--- config.mk ---
export PLATFORM = sky130hd
export DESIGN_NAME = cop_xfer_unit
export DESIGN_NICKNAME = d
export VERILOG_FILES = /design/src/rtl/cop_xfer_pkg.sv /design/src/rtl/cop_decode.sv /design/src/rtl/cop_readback.sv /design/src/rtl/cop_branch.sv /design/src/rtl/cop_xfer_unit.sv
export SDC_FILE = /design/constraint.sdc
export NUM_CORES = 1
export LEC_CHECK = 0
export ABC_AREA = 1
export BUFFER_PORTS_ARGS = -buffer_cell sky130_fd_sc_hd__buf_2
export CORE_AREA = 4 4 155 157
export CTS_BUF_LIST = sky130_fd_sc_hd__clkbuf_8
export CTS_CLUSTER_DIAMETER = 50
export CTS_CLUSTER_SIZE = 20
export DETAILED_ROUTE_END_ITERATION = 12
export DIE_AREA = 0 0 159 161
export PLACE_DENSITY = 0.64
export SKIP_CTS_REPAIR_TIMING = 1
export SYNTH_ARGS = -nofsm -noshare
export SYNTH_HDL_FRONTEND = slang
export SYNTH_SLANG_ARGS = --single-unit
--- constraint.sdc ---
create_clock -name clk -period 3.9 [get_ports clk]
set_input_delay 0.39 -clock clk [delete_from_list [all_inputs] [get_ports clk]]
set_output_delay 0.39 -clock clk [all_outputs]
set_load 0.05 [all_outputs]
--- src/rtl/cop_xfer_pkg.sv ---
package cop_xfer_pkg;
  typedef enum logic [2:0] {
    K_NONE    = 3'd0,
    K_TO_DATA = 3'd1,
    K_FR_DATA = 3'd2,
    K_TO_CTRL = 3'd3,
    K_FR_CTRL = 3'd4,
    K_FUNC    = 3'd5,
    K_BR_TRUE = 3'd6,
    K_BR_FALS = 3'd7
  } cop_kind_e;
endpackage

--- src/rtl/cop_decode.sv ---
module cop_decode
  import cop_xfer_pkg::*;
#(
  parameter int NCP = 4,
  parameter int SW  = 2,
  parameter int DW  = 32,
  parameter int RW  = 5,
  parameter int FW  = 25
) (
  input  logic           op_valid,
  input  logic [2:0]     op_kind,
  input  logic [SW-1:0]  cp_sel,
  input  logic [RW-1:0]  rt_idx,
  input  logic [RW-1:0]  rd_idx,
  input  logic [DW-1:0]  rt_value,
  input  logic [FW-1:0]  cofun,
  input  logic [NCP-1:0] cp_present,
  input  logic [NCP-1:0] cp_cond,
  output logic [NCP-1:0] cp_wr_en,
  output logic [NCP-1:0] cp_rd_en,
  output logic           cp_ctrl_sel,
  output logic [RW-1:0]  cp_addr,
  output logic [DW-1:0]  cp_wdata,
  output logic [NCP-1:0] cp_op_en,
  output logic [FW-1:0]  cp_op_func,
  output logic           cp_unusable,
  output logic           rb_issue,
  output logic           br_issue
);
  cop_kind_e kind;
  logic      sel_present;
  logic      sel_cond;
  logic      live;
  logic      is_to, is_from, is_func, is_brt, is_brf;

  always_comb begin
    kind        = cop_kind_e'(op_kind);
    sel_present = cp_present[cp_sel];
    sel_cond    = cp_cond[cp_sel];
    live        = op_valid && (kind != K_NONE) && sel_present;
    cp_unusable = op_valid && (kind != K_NONE) && !sel_present;
    is_to       = live && ((kind == K_TO_DATA) || (kind == K_TO_CTRL));
    is_from     = live && ((kind == K_FR_DATA) || (kind == K_FR_CTRL));
    is_func     = live && (kind == K_FUNC);
    is_brt      = live && (kind == K_BR_TRUE);
    is_brf      = live && (kind == K_BR_FALS);
    cp_ctrl_sel = (kind == K_TO_CTRL) || (kind == K_FR_CTRL);
    cp_addr     = rd_idx;
    cp_wdata    = rt_value;
    cp_op_func  = cofun;
    rb_issue    = is_from && (rt_idx != '0);
    br_issue    = (is_brt && sel_cond) || (is_brf && !sel_cond);
  end

  for (genvar g = 0; g < NCP; g++) begin : g_lane
    always_comb begin
      cp_wr_en[g] = is_to   && (cp_sel == SW'(g));
      cp_rd_en[g] = is_from && (cp_sel == SW'(g));
      cp_op_en[g] = is_func && (cp_sel == SW'(g));
    end
  end
endmodule

--- src/rtl/cop_readback.sv ---
module cop_readback #(
  parameter int NCP = 4,
  parameter int SW  = 2,
  parameter int DW  = 32,
  parameter int RW  = 5
) (
  input  logic             clk,
  input  logic             rst_n,
  input  logic             rb_issue,
  input  logic [RW-1:0]    rt_idx,
  input  logic [SW-1:0]    cp_sel,
  input  logic [NCP*DW-1:0] cp_rdata,
  output logic             rf_we,
  output logic [RW-1:0]    rf_waddr,
  output logic [DW-1:0]    rf_wdata
);
  logic          pend_q, pend_d;
  logic [RW-1:0] addr_q, addr_d;
  logic [SW-1:0] sel_q, sel_d;
  logic [DW-1:0] lane [NCP];

  for (genvar g = 0; g < NCP; g++) begin : g_lane
    assign lane[g] = cp_rdata[g*DW +: DW];
  end

  always_comb begin
    pend_d = rb_issue;
    addr_d = addr_q;
    sel_d  = sel_q;
    if (rb_issue) begin
      addr_d = rt_idx;
      sel_d  = cp_sel;
    end
  end

  always_ff @(posedge clk or negedge rst_n) begin
    if (!rst_n) begin
      pend_q <= 1'b0;
      addr_q <= '0;
      sel_q  <= '0;
    end else begin
      pend_q <= pend_d;
      addr_q <= addr_d;
      sel_q  <= sel_d;
    end
  end

  always_comb begin
    rf_we    = pend_q;
    rf_waddr = addr_q;
    rf_wdata = pend_q ? lane[sel_q] : '0;
  end
endmodule

--- src/rtl/cop_branch.sv ---
module cop_branch #(
  parameter int AW = 32,
  parameter int OW = 16
) (
  input  logic          clk,
  input  logic          rst_n,
  input  logic          br_issue,
  input  logic [AW-1:0] pc,
  input  logic [OW-1:0] offset,
  output logic          br_taken,
  output logic [AW-1:0] br_target
);
  localparam int EXT = AW - OW - 2;

  logic          tkn_q, tkn_d;
  logic [AW-1:0] tgt_q, tgt_d;
  logic [AW-1:0] slot_pc;
  logic [AW-1:0] disp;

  always_comb begin
    slot_pc = pc + AW'(4);
    disp    = {{EXT{offset[OW-1]}}, offset, 2'b00};
    tkn_d   = br_issue;
    tgt_d   = tgt_q;
    if (br_issue) tgt_d = slot_pc + disp;
  end

  always_ff @(posedge clk or negedge rst_n) begin
    if (!rst_n) begin
      tkn_q <= 1'b0;
      tgt_q <= '0;
    end else begin
      tkn_q <= tkn_d;
      tgt_q <= tgt_d;
    end
  end

  assign br_taken  = tkn_q;
  assign br_target = tgt_q;
endmodule

--- src/rtl/cop_xfer_unit.sv ---
module cop_xfer_unit #(
  parameter int NCP = 4,
  parameter int DW  = 32,
  parameter int RW  = 5,
  parameter int FW  = 25,
  parameter int OW  = 16,
  parameter int AW  = 32
) (
  input  logic              clk,
  input  logic              rst_n,
  input  logic              op_valid,
  input  logic [2:0]        op_kind,
  input  logic [$clog2(NCP)-1:0] cp_sel,
  input  logic [RW-1:0]     rt_idx,
  input  logic [RW-1:0]     rd_idx,
  input  logic [DW-1:0]     rt_value,
  input  logic [FW-1:0]     cofun,
  input  logic [OW-1:0]     offset,
  input  logic [AW-1:0]     pc,
  input  logic [NCP-1:0]    cp_present,
  input  logic [NCP-1:0]    cp_cond,
  input  logic [NCP*DW-1:0] cp_rdata,
  output logic [NCP-1:0]    cp_wr_en,
  output logic [NCP-1:0]    cp_rd_en,
  output logic              cp_ctrl_sel,
  output logic [RW-1:0]     cp_addr,
  output logic [DW-1:0]     cp_wdata,
  output logic [NCP-1:0]    cp_op_en,
  output logic [FW-1:0]     cp_op_func,
  output logic              cp_unusable,
  output logic              rf_we,
  output logic [RW-1:0]     rf_waddr,
  output logic [DW-1:0]     rf_wdata,
  output logic              br_taken,
  output logic [AW-1:0]     br_target
);
  localparam int SW = $clog2(NCP);

  logic rst_meta_q, rst_sync_n;
  logic rb_issue, br_issue;

  always_ff @(posedge clk or negedge rst_n) begin
    if (!rst_n) begin
      rst_meta_q <= 1'b0;
      rst_sync_n <= 1'b0;
    end else begin
      rst_meta_q <= 1'b1;
      rst_sync_n <= rst_meta_q;
    end
  end

  cop_decode #(.NCP(NCP), .SW(SW), .DW(DW), .RW(RW), .FW(FW)) u_dec (
    .op_valid   (op_valid),
    .op_kind    (op_kind),
    .cp_sel     (cp_sel),
    .rt_idx     (rt_idx),
    .rd_idx     (rd_idx),
    .rt_value   (rt_value),
    .cofun      (cofun),
    .cp_present (cp_present),
    .cp_cond    (cp_cond),
    .cp_wr_en   (cp_wr_en),
    .cp_rd_en   (cp_rd_en),
    .cp_ctrl_sel(cp_ctrl_sel),
    .cp_addr    (cp_addr),
    .cp_wdata   (cp_wdata),
    .cp_op_en   (cp_op_en),
    .cp_op_func (cp_op_func),
    .cp_unusable(cp_unusable),
    .rb_issue   (rb_issue),
    .br_issue   (br_issue)
  );

  cop_readback #(.NCP(NCP), .SW(SW), .DW(DW), .RW(RW)) u_rb (
    .clk      (clk),
    .rst_n    (rst_sync_n),
    .rb_issue (rb_issue),
    .rt_idx   (rt_idx),
    .cp_sel   (cp_sel),
    .cp_rdata (cp_rdata),
    .rf_we    (rf_we),
    .rf_waddr (rf_waddr),
    .rf_wdata (rf_wdata)
  );

  cop_branch #(.AW(AW), .OW(OW)) u_br (
    .clk      (clk),
    .rst_n    (rst_sync_n),
    .br_issue (br_issue),
    .pc       (pc),
    .offset   (offset),
    .br_taken (br_taken),
    .br_target(br_target)
  );
endmodule

==> After elaboration in Yosys (flattened, before gate mapping) <==
Index checks and enable logic that the tools add are counted.
{ "word_totals": {"regBits": 43, "latchBits": 0, "mem_bits_rw": 0, "mem_bits_ro": 0, "in_bits": 259, "output_inout_bits": 147, "wordCells": 62, "memories": 0} }
{ "classes": {"n_addsub": 2, "mul": 0, "n_div": 0, "order_cmp": 2, "n_eq_ne": 10, "shifts": 0, "muxes": 8, "bitwise_logic": 1, "reduce_logical": 32} }
{ "op_table": {"columns": ["op", "count"], "rows": [
  ["2-to-1 mux 32 bit", 3],
  ["binary-select mux 32 bit (select 2 bit)", 1],
  ["adder 32 x 3 -> 32 bit (second input constant)", 1],
  ["adder 32 bit", 1],
  ["logical AND 1 bit", 23],
  ["== test 3 bit (second input constant)", 4],
  ["== test 3 x 2 -> 1 bit (second input constant)", 2],
  ["nonzero test 5 bit", 1],
  ["binary-select mux 1 bit (select 2 bit)", 2],
  ["== test 2 bit (second input constant)", 2],
  ["logical OR 1 bit", 4],
  ["== test 3 x 1 -> 1 bit (second input constant)", 1],
  ["greater-or-equal comparator 3 bit (second input constant)", 1],
  ["less-than comparator 2 x 3 -> 1 bit (second input constant)", 1],
  ["NOT 2 -> 3 bit", 1],
  ["nonzero test 3 bit", 1],
  ["== test 2 x 1 -> 1 bit (second input constant)", 1],
  ["logical NOT 1 bit", 2],
  ["logical NOT 2 bit", 1],
  ["2-to-1 mux 1 bit", 2]
]} }

==> Longest topological paths before layout <==
Gate-level depths: netlist (run 1).
{ "depth": {"word_depth": 6, "mapped_depth": 14, "ltp_nobuf": 14} }

==> Modules after synthesis <==
A second synthesis (run 1) with hierarchy kept.
{ "unflattened": {"hier_cells": 1119, "area_unflattened_um2": 6536.3} }
{ "modules_own_cells": {"columns": ["mod", "instances", "cells_per_inst", "area_each_um2", "seq_area_each_um2"], "rows": [
  ["cop_branch", 1, 588, 3803.6, 825.8],
  ["cop_readback", 1, 397, 1880.6, 200.2],
  ["cop_decode", 1, 131, 798.3, 0.0],
  ["cop_xfer_unit", 1, 3, 53.8, 50.0]
]} }

==> Worst setup path after synthesis (run 1) <==
Ideal clock, no wire load.
{ "synth_timing": {"path_type": "register to output", "from": "register u_rb.sel_q[0]", "to": "output port rf_wdata[10]", "arrival_ns": 1.891, "required_ns": 3.510, "setup_slack_ns": 1.619, "path_stages_with_launch": 7, "path_buffers": 2, "cell_sequence": "dfrtp_1 > clkbuf_1 > clkbuf_1 > nor2_1 > nor2_1 > o21ai_0 > a21oi_1"} }
{ "synth_via": {"elab_chain_len": 5} }
{ "synth_rtl": {"columns": ["item", "line_no", "rtl"], "rows": [
  ["start, declared", "cop_readback.sv:19", "logic [SW-1:0] sel_q, sel_d;"],
  ["start signal, assigned", "cop_readback.sv:44", "sel_q <= sel_d;"],
  ["NOT 2 -> 3 bit (not written as such)", "cop_readback.sv:51", "rf_wdata = pend_q ? lane[sel_q] : '0;"],
  ["binary-select mux 32 bit (select 2 bit)", "cop_readback.sv:51", null],
  ["2-to-1 mux 32 bit (not written as such) (2 in a row)", "cop_readback.sv:51", null],
  ["2-to-1 mux 32 bit", "cop_readback.sv:51", null],
  ["end, declared", "cop_xfer_unit.sv:33", "output logic [DW-1:0] rf_wdata,"]
]} }
Every way passes these cells. The select of a mux whose other input is x is not followed.

==> Worst setup path after layout (run 1) <==
{ "layout_timing": {"from": "register u_rb.sel_q[0]", "to": "output port rf_wdata[4]"} }
Same word-level chain as after synthesis.

==> results of run 1 <==
[per-layer routing]
layer / GRT usage, % / part of all wire [%] / up-vias
met4: 3.156 / 1.3 / 2
met1: 22.14 / 43 / 2967
met3: 5.410 / 8.9 / 17
met5: 1.705 / 0.055 / -
met2: 29.09 / 47 / 269
li1: - / - / 3455
[layout make-up]
class	instances	area, um^2
clock buffer	5	68.82
clock inverter	3	71.32
fill	2522	15320
inverter	114	427.9
multi-input combinational	743	3692
sequential	43	1079
tap	285	356.6
timing repair buffer	292	1491
[cell families (layout without fill, tap and decap cells)]
| kind of cell | after synthesis | count (layout) | share of synthesized area [%] |
|---|---|---|---|
| AO/OA/AOI/OAI | 134 | 134 | 12.21 |
| XOR/XNOR | 14 | 14 | 2.103 |
| adder cells (fa/ha/maj) | 58 | 58 | 12.58 |
| buffers and inverters | 206 | 414 | 18.24 |
| flip-flops | 43 | 43 | 18.46 |
| other | 1 | 1 | 0.06433 |
| AND/OR/NAND/NOR | 536 | 536 | 36.34 |
[critical path, stage by stage, from the launching register on]
cell      delay [ns]
dfrtp_2         0.57
clkinv_1        0.09
buf_4           0.43
o21ai_0         0.22
a21oi_1         0.27
buf_2           0.32
[layout by cell type, fill, tap and decap left out, drive strengths merged]
cell           n
ha            57
nor2         187
nand4          4
o211ai         1
nand3         37
xnor2         13
o21ai         82
nor4           1
nand2        295
conb           1
a21boi         1
buf          291
o21bai         1
dlygate4sd3    1
bufinv         2
xor2           1
dfrtp         43
a31oi          1
clkbuf         5
nor3           2
a21o           1
fa             1
clkinv         1
a21oi         47
nand3b        10
inv          114
[synth_stat cells (all sizes together) (2+ instances only)]
| master | n | area (um^2) |
|---|---|---|
| xnor2 | 13 | 113.9 |
| nor2 | 187 | 704.4 |
| o21ai | 82 | 440.4 |
| clkbuf | 21 | 98.85 |
| nand2 | 295 | 1107 |
| nand3b | 10 | 75.07 |
| nand4 | 4 | 25.02 |
| nor3 | 2 | 15.01 |
| a21oi | 47 | 235.2 |
| ha | 57 | 713.2 |
| inv | 113 | 424.2 |
| dfrtp | 43 | 1076 |
| buf | 71 | 536.8 |
| nand3 | 37 | 185.2 |
[state kept, by name, summed over array words and instances, names as in the netlist]
name,flops
u_br.br_target,32
u_rb.rf_waddr,5
u_rb.sel_q,2
rst_meta_q,1
rst_sync_n,1
u_br.br_taken,1
u_rb.rf_we,1
[report_power, final]
| part | total, mW | switching [mW] | internal (mW) | leakage [nW] |
|---|---|---|---|---|
| clock network | 0.439 | 0.179 | 0.260 | 0.0703 |
| logic | 1.89 | 1.36 | 0.534 | 3.71 |
| registers | 0.704 | 0.114 | 0.590 | 0.544 |
[worst max path at each step]
stage | from | end | slack [ns] | cells past startpoint
after global placement | offset[1] | u_br.br_target[11] | 1.34 | 10
after detailed placement | offset[1] | u_br.br_target[11] | 1.32 | 10
after floorplan | u_rb.sel_q[0] | rf_wdata[10] | 1.62 | 6
after global routing | u_rb.sel_q[0] | rf_wdata[7] | 1.13 | 5
after CTS | u_rb.sel_q[0] | rf_wdata[7] | 1.24 | 5
final | u_rb.sel_q[0] | rf_wdata[4] | 1.28 | 5
[stage by stage]
| stage | hold WS (ns) | util [%] | worst slack (ns) |
|---|---|---|---|
| after floorplan | 0.09441 | - | 1.619 |
| after detailed placement | 0.1815 | 31.27 | 1.323 |
| final | 0.2959 | 31.94 | 1.282 |
| after global placement | 0.1750 | 31.27 | 1.342 |
| after global routing | 0.2885 | 31.94 | 1.126 |
| after CTS | -0.1674 | 31.89 | 1.241 |
==> results.yml, run 1 <==
floorplan:
  start_util_pct: 25.90
  pin_count: 406
  die_h_um: 161
  die_w_um: 159
  rows: 55
  die-area_um2: 25600
  core_um2: 22500
hold_path:
  holdPathStages: 3
  hold_path.startpoint: "rt_idx[0]"
  hp-class: "input pin to register"
  min_to: "u_rb.rf_waddr[0]"
timing:
  slew_headroom_pct: 53.21
  maxSlewViolCount: 0
  fmax_mhz: 382.0
  worstMarginPinSlew_ns: 0.7011
  rsz0062_at_grt: "no"
  period_minus_slack_ns: 2.618
  timing.final.crit_share_pct: 67.13
  finalSetupViolCount: 0
  skew_ns: 0.009820
  finalHoldViolCount: 0
  tns_ns: 0
power:
  total_power_mw: 3.035
  powerDensity_nw_per_um2: 422.3
  p_leak_nw: 4.325
  irDropWorstVdd_mv: 0.2253
routing:
  via_count: 6710
  via_per_inst: 4.519
  drtAntennaViolNets: 0
  route.detailed.drc: 0
  wire_per_inst_um: 15.89
  wl_um: 23590
  drtIter0Drc: 496
  first_pass_iters: 5
clock_network:
  htree_levels: 2
  cts.sinks: 43
  worstSkewPairLatency_ns: 0.31
  clockBufferDepth: 2
  numCtsBuffers: 5
  clockRootBuffer: "clkbuf_8"
  cts_tree: "yes"
  clkTransAtPathRegs_ns: 0.09
final_layout:
  layout-drive-gt1-share_pct: 26.25
  antenna-diode-count: 0
  finalNonFillerCells: 1485
  nets: 1516
  area_growth_pct: 23.29
  fin_area_um2: 7187
critical_path:
  critical_path_arrival_ns: 2.23
  path_max_fanout: 64
  start_kind: "register"
  reg2reg_from: "u_rb.sel_q[0]"
  worstSetupPathType: "register to output port"
  reg2reg_slack_ns: 2.65
  r2r_cells: 3
  timing.rr.end: "u_rb.sel_q[0]"
  end_kind: "output port"
  required_ns: 3.51
grt:
  grt_pass1_vias: 6286
  grt-ovfl-total: 0
  grt_max_degree: 65
  grt_pass1_wl_um: 35760
  antenna_found_initial: 1
  groute.usage.overall_pct: 17.35
logic_synthesis:
  seq_area_frac_synth_pct: 18.46
  syn_area_um2: 5829
  synthCells: 992
  ys_dominant_reg_cell: "dfrtp_1"
  synth-edff-count: 0
  synth_seq_cells: 43
  ys_warn_count: 0
  ys_types: 33
  synth_fp_nets: 1309
  synth.avg_cell_area_um2: 5.876
  async_reset_ff_share_pct: 100.0
outcome:
  outcome: "complete, no violations"
place:
  numPortBuffers: 281
  hpwlAfterDp_um: 20270
  finalWeightedCongestion: 0.9217
  dp_cells: 1476
  placed_cell_area_um2: 7037
run:
  cap_violations: 0
No activity file was read; power rests on OpenSTA's default activity.
==> inputs of run 2 (changes only) <==
--- a/config.mk
+++ b/config.mk
@@ -5,15 +5,15 @@
 export SDC_FILE = /design/constraint.sdc
 export NUM_CORES = 1
 export LEC_CHECK = 0
-export ABC_AREA = 1
+export ABC_AREA = 0
 export BUFFER_PORTS_ARGS = -buffer_cell sky130_fd_sc_hd__buf_2
-export CORE_AREA = 4 4 155 157
+export CORE_AREA = 4 4 154 156
 export CTS_BUF_LIST = sky130_fd_sc_hd__clkbuf_8
 export CTS_CLUSTER_DIAMETER = 50
 export CTS_CLUSTER_SIZE = 20
 export DETAILED_ROUTE_END_ITERATION = 12
-export DIE_AREA = 0 0 159 161
-export PLACE_DENSITY = 0.64
+export DIE_AREA = 0 0 158 160
+export PLACE_DENSITY = 0.63
 export SKIP_CTS_REPAIR_TIMING = 1
 export SYNTH_ARGS = -nofsm -noshare
 export SYNTH_HDL_FRONTEND = slang
==> constraint.sdc (replaced) <==
create_clock -name clk -period 2.37 [get_ports clk]
set_input_delay 0.237 -clock clk [delete_from_list [all_inputs] [get_ports clk]]
set_output_delay 0.237 -clock clk [all_outputs]
set_load 0.05 [all_outputs]
==> run 2 against run 1 <==
  * Power rose by 75%
  * First-iteration DRC count shrank 41%
  * Worst hold slack worse by 0.18 ns
  * Final area increased by 4.8%
  * Synthesized area is 12% lower
  * Non-clock buffer count increased by 77
  * Sequential cell count is the same
  * Register-to-register slack worse by 1.4 ns
  * Clock power increased by 64%
  * Global-route usage up 0.17 points
  * Core utilization increased by 1.7 points
  * Critical path type is now input pin to register
  * Largest cell class unchanged
  * Largest power group unchanged
==> results.yml, run 2 <==
critical_path:
  reg2reg_from: "u_rb.sel_q[0]"
  required_ns: 2.58
  crit_family: "compound AO/OA/AOI/OAI gates"
  start_kind: "input pin"
  cp_slowest_cell: "a2111oi_4"
  crit_chain: "buf_2, ha_1, ha_1, a21o_1, a21oi_2, a21oi_4, a2111oi_4, o31ai_4, a221oi_4, mux2i_1, nand2_1"
  critPathLaunch: "offset[3]"
  end_kind: "register"
  critPathMostFrequentCell: "ha_1"
  critPathMaxStageDelay_ns: 0.37
  worstSetupPathType: "input pin to register"
  critical_path_arrival_ns: 2.47
  path_max_fanout: 3
  critPathBufInv: 1
timing:
  period_minus_slack_ns: 2.262
  timing.final.crit_share_pct: 95.43
  whs_ns: 0.1111
  worstMarginPinSlew_ns: 0.8528
  slew_headroom_pct: 43.15
  fmax_mhz: 442.2
  setup_ws_ns: 0.1083
  finalHoldViolCount: 0
  maxSlewViolCount: 0
  skew_ns: 0.009327
  finalSetupViolCount: 0
clock_network:
  cts_tree: "yes"
  clockBufferDepth: 2
  numCtsBuffers: 5
  cts.sinks: 43
  htree_levels: 2
  worstSkewPairLatency_ns: 0.32
  clkTransAtPathRegs_ns: 0.09
  clockRootBuffer: "clkbuf_8"
logic_synthesis:
  ys_types: 53
  synthMuxAreaShare_pct: 16.93
  synth_fa_ha_area_share_pct: 14.36
  ys_dominant_reg_cell: "dfrtp_1"
  synth-edff-count: 0
  seq_area_frac_synth_pct: 21.07
  yosys.area.top_type: "dfrtp_1"
  synth_xor_area_share_pct: 4.803
  async_reset_ff_share_pct: 100.0
  synth_top_cell_area_share_pct: 21.07
  synth.avg_cell_area_um2: 9.284
  synth_commonest_cells: "nand2_1 (64), buf_4 (62), ha_1 (57)"
  ys_warn_count: 0
  yosysMostFrequentCell: "nand2_1"
  ys_top_cells_by_area: "dfrtp_1 (21%), mux4_2 (15%), ha_1 (14%)"
  synth-simple-area-share_pct: 15.41
  synth_top_family_by_area: "multiplexers"
  synth_seq_cells: 43
  syn_area_um2: 5106
  synth_fp_nets: 867
  synth_compound_area_share_pct: 15.24
  synthCells: 550
final_layout:
  final_util_pct: 33.67
  largest_reg_flops: 32
  nFillCells: 2364
  final_common_cell: "buf_2"
  layout-drive-gt1-share_pct: 54.42
  area_growth_pct: 47.46
  nets: 1154
  most-common-layout-cells: "buf_2 (267), buf_4 (86), nand2_1 (64), ha_1 (45), dfrtp_1 (41)"
routing:
  met3WireLength_um: 2307
  drtIter0Drc: 295
  first_pass_iters: 5
  drtAntennaViolNets: 0
  wl_met1_um: 9426
  route.detailed.drc: 0
  wl_met2_um: 11100
  wl_um: 23510
  via_per_inst: 4.688
  top_layer_used: "met5"
  wire_per_inst_um: 20.84
  via_count: 5288
grt:
  grt-ovfl-total: 0
  grt_pass1_wl_um: 32930
  antenna_found_initial: 14
  groute.usage.overall_pct: 17.52
  grt_pass1_vias: 5309
  grt_max_degree: 34
floorplan:
  die-area_um2: 25280
  start_util_pct: 22.83
  pin_count: 406
  rows: 55
  core_um2: 22370
  die_h_um: 160
  die_w_um: 158
hold_path:
  hold_path.startpoint: "pc[0]"
  hp-class: "input pin to register"
power:
  irDropWorstVdd_mv: 0.3722
  powerDensity_nw_per_um2: 704.8
  total_power_mw: 5.307
  p_leak_nw: 3.827
run:
  cap_violations: 0
place:
  hpwlAfterDp_um: 20910
  dp_slack_ns: -0.3833
  finalWeightedCongestion: 0.9072
  numPortBuffers: 281
outcome:
  outcome: "complete, no violations"
==> run 2: cell count changes after synthesis, sizes merged, moves of 9 or more <==
cell and change:
a21o +13, a21oi -18, and2 +37, inv -103, mux4 +34, nand2 -231, nand3 -30, nand3b -9
nor2 -164, o21ai -46, xor2 +10
==> run 2: where the power goes <==
group | internal [mW] | leakage, nW | switching, mW | total (mW)
clock | 0.418 | 0.0696 | 0.302 | 0.719
sequential | 0.997 | 0.539 | 0.189 | 1.19
combinational | 1.33 | 3.22 | 2.07 | 3.40
total | 2.75 | 3.83 | 2.56 | 5.31
==> run 2: per-layer routing <==
layer  track usage, %  up-vias
li1                 -     2513
met5            2.381        -
met4            4.420        6
met2            29.12      251
met3            5.854       42
met1            21.63     2476
==> run 2: final timing paths <==
kind | slack, ns | to | cells past startpoint
hold / removal | 0.11 | u_br.br_target[0] | 3
setup reg to reg | 1.22 | u_rb.sel_q[0] | 2
setup / recovery | 0.11 | u_br.br_target[30] | 11
hold reg to reg | 0.37 | rst_sync_n | 0
min in group asynchronous | 0.23 | rst_sync_n | 2
max in group asynchronous | 1.31 | u_br.br_target[7] | 1
==> run 2: logic make-up (layout without fill, tap and decap cells) <==
kind of cell	count (synthesis)	after routing
simple gates	162	162
compound gates	116	116
buf+inv	99	387
fa+ha+maj	58	58
mux	43	43
flops	43	43
xor+xnor	28	28
other cells	1	6
==> run 2: cell type report <==
class	instances	area, um^2	area share, %
Sequential cell	43	1081	14.36
Inverter	10	37.54	0.4985
Clock inverter	3	63.81	0.8475
Clock buffer	5	68.82	0.9139
Antenna cell	5	12.51	0.1662
Multi-Input combinational cell	408	3643	48.39
Tap cell	285	356.6	4.736
Timing Repair Buffer	369	2266	30.09
==> run 2: through the flow <==
step	setup TNS (ns)	area, um^2	std cells
global route	-0.008541	7525	1126
global placement	-3.376	7138	1111
floorplan	0	5145	550
finish	0	7530	1128
CTS	-0.03345	7271	1119
detailed placement	-3.896	7138	1111
==> run 2: worst register-to-register path, delay by kind of cell, from the launching register on <==
kind	cells	cell delay, ns
DFF	1	0.59
muxes	1	0.25
buffers and inverters	1	0.20
==> inputs of run 3 (changes only) <==
--- a/config.mk
+++ b/config.mk
@@ -7,13 +7,13 @@
 export LEC_CHECK = 0
 export ABC_AREA = 0
 export BUFFER_PORTS_ARGS = -buffer_cell sky130_fd_sc_hd__buf_2
-export CORE_AREA = 4 4 154 156
+export CORE_AREA = 3 3 158 160
 export CTS_BUF_LIST = sky130_fd_sc_hd__clkbuf_8
 export CTS_CLUSTER_DIAMETER = 50
 export CTS_CLUSTER_SIZE = 20
 export DETAILED_ROUTE_END_ITERATION = 12
-export DIE_AREA = 0 0 158 160
-export PLACE_DENSITY = 0.63
+export DIE_AREA = 0 0 161 163
+export PLACE_DENSITY = 0.61
 export SKIP_CTS_REPAIR_TIMING = 1
 export SYNTH_ARGS = -nofsm -noshare
 export SYNTH_HDL_FRONTEND = slang
==> run 3 against run 2 <==
  * First-iteration DRC count is 12% lower
  * Via count is 1.2% lower
  * Sequential power is 3% lower
  * Critical path depth is 3 higher
  * Final cell count is 2.6% higher
  * Core utilization is 1.6 points lower
  * Setup slack worse by 0.0087 ns
  * Final area is 0.35% higher
  * Critical endpoint is now u_br.br_target[31]
  * Largest cell class unchanged
==> results.yml, run 3 (synthesized netlist as in run 2, its figures left out) <==
critical_path:
  worstSetupPathType: "input pin to register"
  start_kind: "input pin"
  endpoint: "u_br.br_target[31]"
  r2r_cells: 2
  timing.rr.end: "u_rb.sel_q[1]"
  reg2reg_slack_ns: 1.34
  critical_path_arrival_ns: 2.46
  end_kind: "register"
  reg2reg_from: "u_rb.sel_q[1]"
  path_max_fanout: 3
  critPathLaunch: "offset[0]"
  required_ns: 2.56
grt:
  use_met1_pct: 19.29
  grt_util_met3_pct: 5.239
  grt-ovfl-total: 0
  antenna_found_initial: 7
  grt_max_degree: 40
  top_usage_layer: "met2"
  groute.usage.overall_pct: 15.85
  grt_pass1_vias: 5215
  grt_pass1_wl_um: 31480
  grtUsageMet2_pct: 27.09
routing:
  route.detailed.drc: 0
  drtIter0Drc: 259
  via_count: 5227
  via_per_inst: 4.518
  wl_um: 21960
  first_pass_iters: 5
  wire_per_inst_um: 18.98
  drtAntennaViolNets: 0
place:
  numPortBuffers: 281
  dp_slack_ns: -0.3605
  dp_cells: 1145
  finalWeightedCongestion: 0.8524
  hpwlAfterDp_um: 19550
power:
  irDropWorstVdd_mv: 0.3594
  powerDensity_nw_per_um2: 672.9
  total_power_mw: 5.084
  p_leak_nw: 3.808
run:
  cap_violations: 0
hold_path:
  holdPathStages: 3
  hp-class: "input pin to register"
timing:
  setup_ws_ns: 0.09967
  tns_ns: 0
  worstMarginPinSlew_ns: 0.5043
  period_minus_slack_ns: 2.270
  finalHoldViolCount: 0
  rsz0062_at_grt: "yes"
  slew_headroom_pct: 66.02
  maxSlewViolCount: 0
  fmax_mhz: 440.5
  finalSetupViolCount: 0
  skew_ns: 0.006778
  timing.final.crit_share_pct: 95.79
final_layout:
  nets: 1153
  layout-drive-gt1-share_pct: 54.48
  finalNonFillerCells: 1157
  area_growth_pct: 47.98
  most-common-layout-cells: "buf_2 (265), buf_4 (84), nand2_1 (63), ha_1 (45), dfrtp_1 (41)"
  final_common_cell: "buf_2"
  nFillCells: 2504
  largest_reg_flops: 32
outcome:
  outcome: "complete, no violations"
clock_network:
  cts_tree: "yes"
  htree_levels: 2
  clockRootBuffer: "clkbuf_8"
  worstSkewPairLatency_ns: 0.30
  numCtsBuffers: 5
  clkTransAtPathRegs_ns: 0.09
  clockBufferDepth: 2
  cts.sinks: 43
floorplan:
  start_util_pct: 21.69
  die-area_um2: 26240
  pin_count: 406
  die_h_um: 163
  die_w_um: 161
  core_um2: 23540
  rows: 56
run 3: changes by cell type in the layout (fill, tap and decap cells not counted), moves of 2 or more:
cell        delta
a21oi_1        -2
a21oi_2        +2
buf_12         +4
buf_2          -2
buf_4          -2
bufinv_16      -2
clkinvlp_4     +2
diode_2        -4
inv_1          +2
inv_2          -3
nor2_1         -2
nor2_2         +2
run 3: worst max-delay path, stage by stage:
cell      delay [ns]
buf_2           0.09
inv_1           0.05
ha_1            0.14
inv_1           0.06
ha_4            0.17
fa_2            0.41
a211oi_4        0.34
o21ai_2         0.10
a41oi_2         0.23
a21oi_2         0.10
a41oi_1         0.22
a21oi_1         0.07
xnor2_1         0.16
o21ai_1         0.07
run 3: worst min-delay path by stage:
stage,start,endpoint,slack (ns)
final,pc[0],u_br.br_target[0],0.14
after global routing,pc[0],u_br.br_target[0],0.13
after CTS,rst_n,rst_meta_q,-0.31
after detailed placement,rst_n,rst_meta_q,0.04
after global placement,rst_n,rst_meta_q,0.03
after floorplan,rst_n,rst_meta_q,-0.06
run 3: power by group:
group          switching (mW)  leakage [nW]  total, mW  internal, mW
Clock                   0.274        0.0402      0.480         0.205
Combinational            2.12          3.23       3.45          1.33
Sequential              0.159         0.539       1.15         0.996
run 3: area by class of cell:
class | instances | area, um^2 | area share, %
clock inverter | 3 | 20.02 | 0.2649
clock buffer | 5 | 68.82 | 0.9107
inverter | 10 | 37.54 | 0.4968
multi-input combinational | 408 | 3640 | 48.17
timing repair buffer | 368 | 2310 | 30.57
antenna | 1 | 2.502 | 0.03312
tap | 319 | 399.1 | 5.282
sequential | 43 | 1079 | 14.27
run 3: stage by stage:
stage / cell area [um^2] / utilization [%] / hold slack, ns
3_5_place_dp: 7238 / 30.75 / 0.03806
5_1_grt: 7553 / 32.08 / 0.1291
6_report: 7556 / 32.10 / 0.1428
2_1_floorplan: 5145 / - / -0.05859
4_1_cts: 7327 / 31.12 / -0.3058
3_3_place_gp: 7238 / 30.75 / 0.03475
run 3: metal layers:
layer  routed length [um]  up-vias
li1                     -     2501
met1                 8792     2445
met2                10630      232
met3                 1961       41
met4                  525        8
met5                   55        -
